File: src/rtl/duplex_pump_ctrl.sv
module duplex_pump_ctrl #(
  parameter int CAL_W = 16,
  parameter int ALT_W = 8
) (
  input  logic             clk,
  input  logic             rst_n,
  input  logic             lvl_low,
  input  logic             lvl_high,
  input  logic             lvl_vhigh,
  input  logic             auto_sel,
  input  logic             pb_east,
  input  logic             pb_west,
  input  logic             run_tick,
  input  logic [CAL_W-1:0] cal_preset,
  output logic             run_east,
  output logic             run_west,
  output logic             duty_west
);

  logic             init_q;
  logic [CAL_W-1:0] preset_q;
  logic [CAL_W-1:0] acc_q;
  logic [ALT_W-1:0] alt_q;
  logic             e_q, w_q;
  logic             e_d, w_d;

  logic duty_on, solo, count_en, expire;
  logic [CAL_W:0] acc_inc;

  assign duty_west = alt_q[0];
  assign run_east  = e_q;
  assign run_west  = w_q;

  assign duty_on  = duty_west ? w_q : e_q;
  assign solo     = !(e_q && w_q);
  assign count_en = auto_sel && run_tick && duty_on && solo;
  assign acc_inc  = {1'b0, acc_q} + 1'b1;
  assign expire   = acc_inc >= {1'b0, preset_q};

  always_comb begin
    e_d = e_q;
    w_d = w_q;
    if (!lvl_low) begin
      e_d = 1'b0;
      w_d = 1'b0;
    end else if (!auto_sel) begin
      e_d = pb_east;
      w_d = pb_west;
    end else if (lvl_vhigh) begin
      e_d = 1'b1;
      w_d = 1'b1;
    end else if (lvl_high) begin
      if (duty_west) w_d = 1'b1;
      else           e_d = 1'b1;
    end
  end

  always_ff @(posedge clk or negedge rst_n) begin
    if (!rst_n) begin
      init_q   <= 1'b0;
      preset_q <= '0;
      acc_q    <= '0;
      alt_q    <= '0;
      e_q      <= 1'b0;
      w_q      <= 1'b0;
    end else if (!init_q) begin
      init_q   <= 1'b1;
      preset_q <= cal_preset;
      acc_q    <= '0;
      alt_q    <= '0;
      e_q      <= 1'b0;
      w_q      <= 1'b0;
    end else begin
      e_q <= e_d;
      w_q <= w_d;
      if (count_en) begin
        if (expire) begin
          acc_q <= '0;
          alt_q <= alt_q + 1'b1;
        end else begin
          acc_q <= acc_inc[CAL_W-1:0];
        end
      end
    end
  end

endmodule

File: config.mk
export PLATFORM = sky130hd
export DESIGN_NAME = duplex_pump_ctrl
export DESIGN_NICKNAME = d
export VERILOG_FILES = /design/src/rtl/duplex_pump_ctrl.sv
export SDC_FILE = /design/constraint.sdc
export NUM_CORES = 1
export LEC_CHECK = 0
export BUFFER_PORTS_ARGS = -buffer_cell sky130_fd_sc_hd__buf_2
export CORE_ASPECT_RATIO = 1.5
export CORE_MARGIN = 1
export CORE_UTILIZATION = 40
export DETAILED_ROUTE_END_ITERATION = 7
export PLACE_DENSITY = 0.63
export SYNTH_ARGS = -nofsm -noshare
export SYNTH_HDL_FRONTEND = slang
export SYNTH_SLANG_ARGS = --single-unit
File: constraint.sdc
create_clock -name clk -period 4.2 [get_ports clk]
set_input_delay 0.21 -clock clk [delete_from_list [all_inputs] [get_ports clk]]
set_output_delay 0.21 -clock clk [all_outputs]
set_load 0.005 [all_outputs]
==> impl_metrics.py <==
metrics = {
    "floorplan": {
        "dieHeight_microns": 92.41,
        "rows": 32,
        "die_w_microns": 62.27,
        "dieArea_sq_mm": 0.005754,
        "start_util_pct": 41.87,
        "pin_count": 28,
        "core-area_sq_mm": 0.005205,
    },
    "timing": {
        "rsz0062_at_grt": "false",
        "setup_viol": 0,
        "holdWs_ps": 13.12,
        "slew_headroom_pct": 34.49,
        "finalMaxSlewViolations": 0,
        "clock_skew_ps": 4.902,
        "setup_tns_ps": 0,
        "hold_viol": 0,
        "fin_crit_sh_pct": 90.53,
        "worstMarginPinSlew_ps": 979.5,
        "finalCriticalPeriod_ps": 3802,
        "fmax_mhz": 263.0,
    },
    "detailed_routing": {
        "drc": 0,
        "routed_wirelength_microns": 4348,
        "ant_nets": 0,
        "drt_iter0_markers": 33,
        "num_vias": 1635,
        "viasPerCell": 5.125,
        "dr.pass1.iters": 4,
        "wl_per_cell_microns": 13.63,
    },
    "cells_and_area": {
        "fillCellCount": 519,
        "drive_above_1_share_pct": 24.30,
        "diodes": 0,
        "area_delta_synth_final_pct": 13.78,
        "multi_input_comb_area_sq_mm": 0.001169,
        "register_area_sq_um": 900.9,
        "num-nets-final": 293,
        "final_util_pct": 47.64,
    },
    "synth": {
        "yosys_most_used_dff": "dfrtp_1",
        "synth_edf_count": 0,
        "synth-async-reset-ratio_pct": 100.0,
        "avgSynthCellArea_sq_um": 9.730,
        "ys_seq_area_share_pct": 41.33,
        "synthTopCellsByCount": "36 x dfrtp_1, 24 x nand2_1, 21 x inv_1, 17 x ha_1, 17 x mux2_2",
        "synth_area_leaders": "dfrtp_1 41%, ha_1 9.8%, mux2_2 8.8%",
        "synth_warnings": 0,
        "synth_largest_area_cell": "dfrtp_1",
        "synth_area_sq_mm": 0.002180,
        "synth_top_area_share_pct": 41.33,
        "postSynthCellCount": 224,
        "netlist-cell-type-count": 40,
        "synth_most_common_cell": "dfrtp_1",
        "ys_ff_latch": 36,
        "synthesis.nets": 266,
    },
    "critical_path": {
        "timing.rr.end": "acc_q[9]",
        "reg2reg_depth": 13,
        "critical_path.startpoint_type": "flip-flop",
        "cp.required_ps": 4380,
        "path_class": "flip-flop to flip-flop",
        "worst-r2r-setup-slack_ps": 400,
        "cp-end-kind": "flip-flop",
        "crit_end": "acc_q[9]",
        "critPathMaxFanout": 8,
        "r2r-start": "acc_q[0]",
        "arrival_ps": 3990,
        "critPathLaunch": "acc_q[0]",
    },
    "power": {
        "power_density_mw_per_mm2": 319.2,
        "peakVddDrop_v": 0.0001832,
        "power.total_mw": 0.7917,
        "p_leak_nw": 1.193,
    },
    "placed_design": {
        "routabilityCongestion": 0.7693,
        "place_hpwl_microns": 3252,
        "io_buffers": 27,
    },
    "clock_network": {
        "clock_sinks": 36,
        "cts.path.max_buffers": 2,
        "cts_hold_buffers": 0,
        "cts_tree": "done",
        "cts-root-buf": "clkbuf_8",
        "h-tree-depth": 2,
        "post_cts_buffers": 0,
        "numCtsBuffers": 5,
        "clkSlewWorstSetupHoldPaths_ps": 70,
        "insertion_delay_ps": 290,
    },
    "global_routing": {
        "grt_remaining_overflow": 0,
        "grt_pass1_wl_microns": 7610,
        "antenna_found_initial": 0,
        "track_usage_pct": 17.13,
        "grt_pass1_vias": 1613,
        "grt_max_degree": 37,
    },
    "run": {
        "drv_cap": 0,
    },
    "status": {
        "outcome": "finished, final reports clean",
    },
    "min_path": {
        "hold_class": "primary input to async pin",
    },
}
==> metal layers <==
metal / part of all wire (%) / track usage [%] / routed length [microns]
met2: 53 / 30.86 / 2300
met4: 2.0 / 7.558 / 89
met3: 2.5 / 2.956 / 107
met1: 43 / 19.66 / 1850
met5: 0 / 0 / 0
==> cells in the final DEF (no fill, tap or decap), types with 4 or more instances in the layout <==
cell type / instances
a21oi_1: 6
buf_2: 27
clkbuf_8: 7
dfrtp_1: 36
ha_1: 17
inv_1: 21
mux2_2: 17
nand2_1: 24
nand2b_1: 11
nand3_1: 5
nand4_1: 7
nor2_1: 8
o21ai_0: 12
xnor2_1: 9
xor2_1: 4
==> final cells by class <==
class                      instances  share of cell area, %
multi-input combinational        158                  47.12
sequential                        36                  36.33
timing repair buffer              29                  6.054
clock buffer                       7                  3.885
tap                               68                  3.431
inverter                          21                  3.179
==> critical path, stage by stage, from the launching register on <==
cell      delay, ps
dfrtp_1         480
ha_1            320
nand4_1         200
nor3_2          280
nand3_1         140
or2_2           310
nand2_1          70
ha_1            230
a21o_1          180
a211o_1         280
a211oi_1        210
o311ai_1        310
or2_2           420
o31ai_1         260
==> where the power goes <==
part	total, mW	internal [mW]	switching [mW]
combinational	0.120	0.0606	0.0599
clock	0.270	0.146	0.124
sequential	0.402	0.373	0.0286
total	0.792	0.580	0.212
==> timing repair <==
action                                  in CTS  in global routing
endpoints found under the hold margin        0                  0
gates resized for setup                      0                  1
endpoints found under the setup margin       0                  1
==> sequential cells by signal, indices dropped and copies added (netlist names) <==
signal	count
acc_q	16
alt_q	1
init_q	1
preset_q	16
run_east	1
run_west	1
==> metrics by stage <==
step           cell area (sq um)  std cells  setup slack [ps]
3_5_place_dp                2379        312             316.0
5_1_grt                     2480        319             60.07
6_report                    2480        319             397.8
2_1_floorplan               2180        224             873.6
3_3_place_gp                2379        312             314.5
4_1_cts                     2475        319             285.1
==> worst min-delay path by stage <==
stage                     to  slack [ps]  cells after the start
global placement      init_q         350                      1
floorplan           acc_q[0]         -90                      0
finish                init_q          10                      1
global route          init_q         100                      1
detailed placement    init_q         350                      1
CTS                   init_q          40                      1
==> kinds of logic after synthesis <==
family                     Yosys count  synth area share [%]
AOI/OAI and AO/OA                   39                 11.94
xor gates and xnor gates            13                 5.224
adders and majority gates           17                 9.759
buffers and inverters               30                 5.568
DFF                                 36                 41.33
muxes                               17                 8.783
other                                1                0.1721
and+or+nand+nor                     71                 17.22
Power figures use the tool's default switching activity.
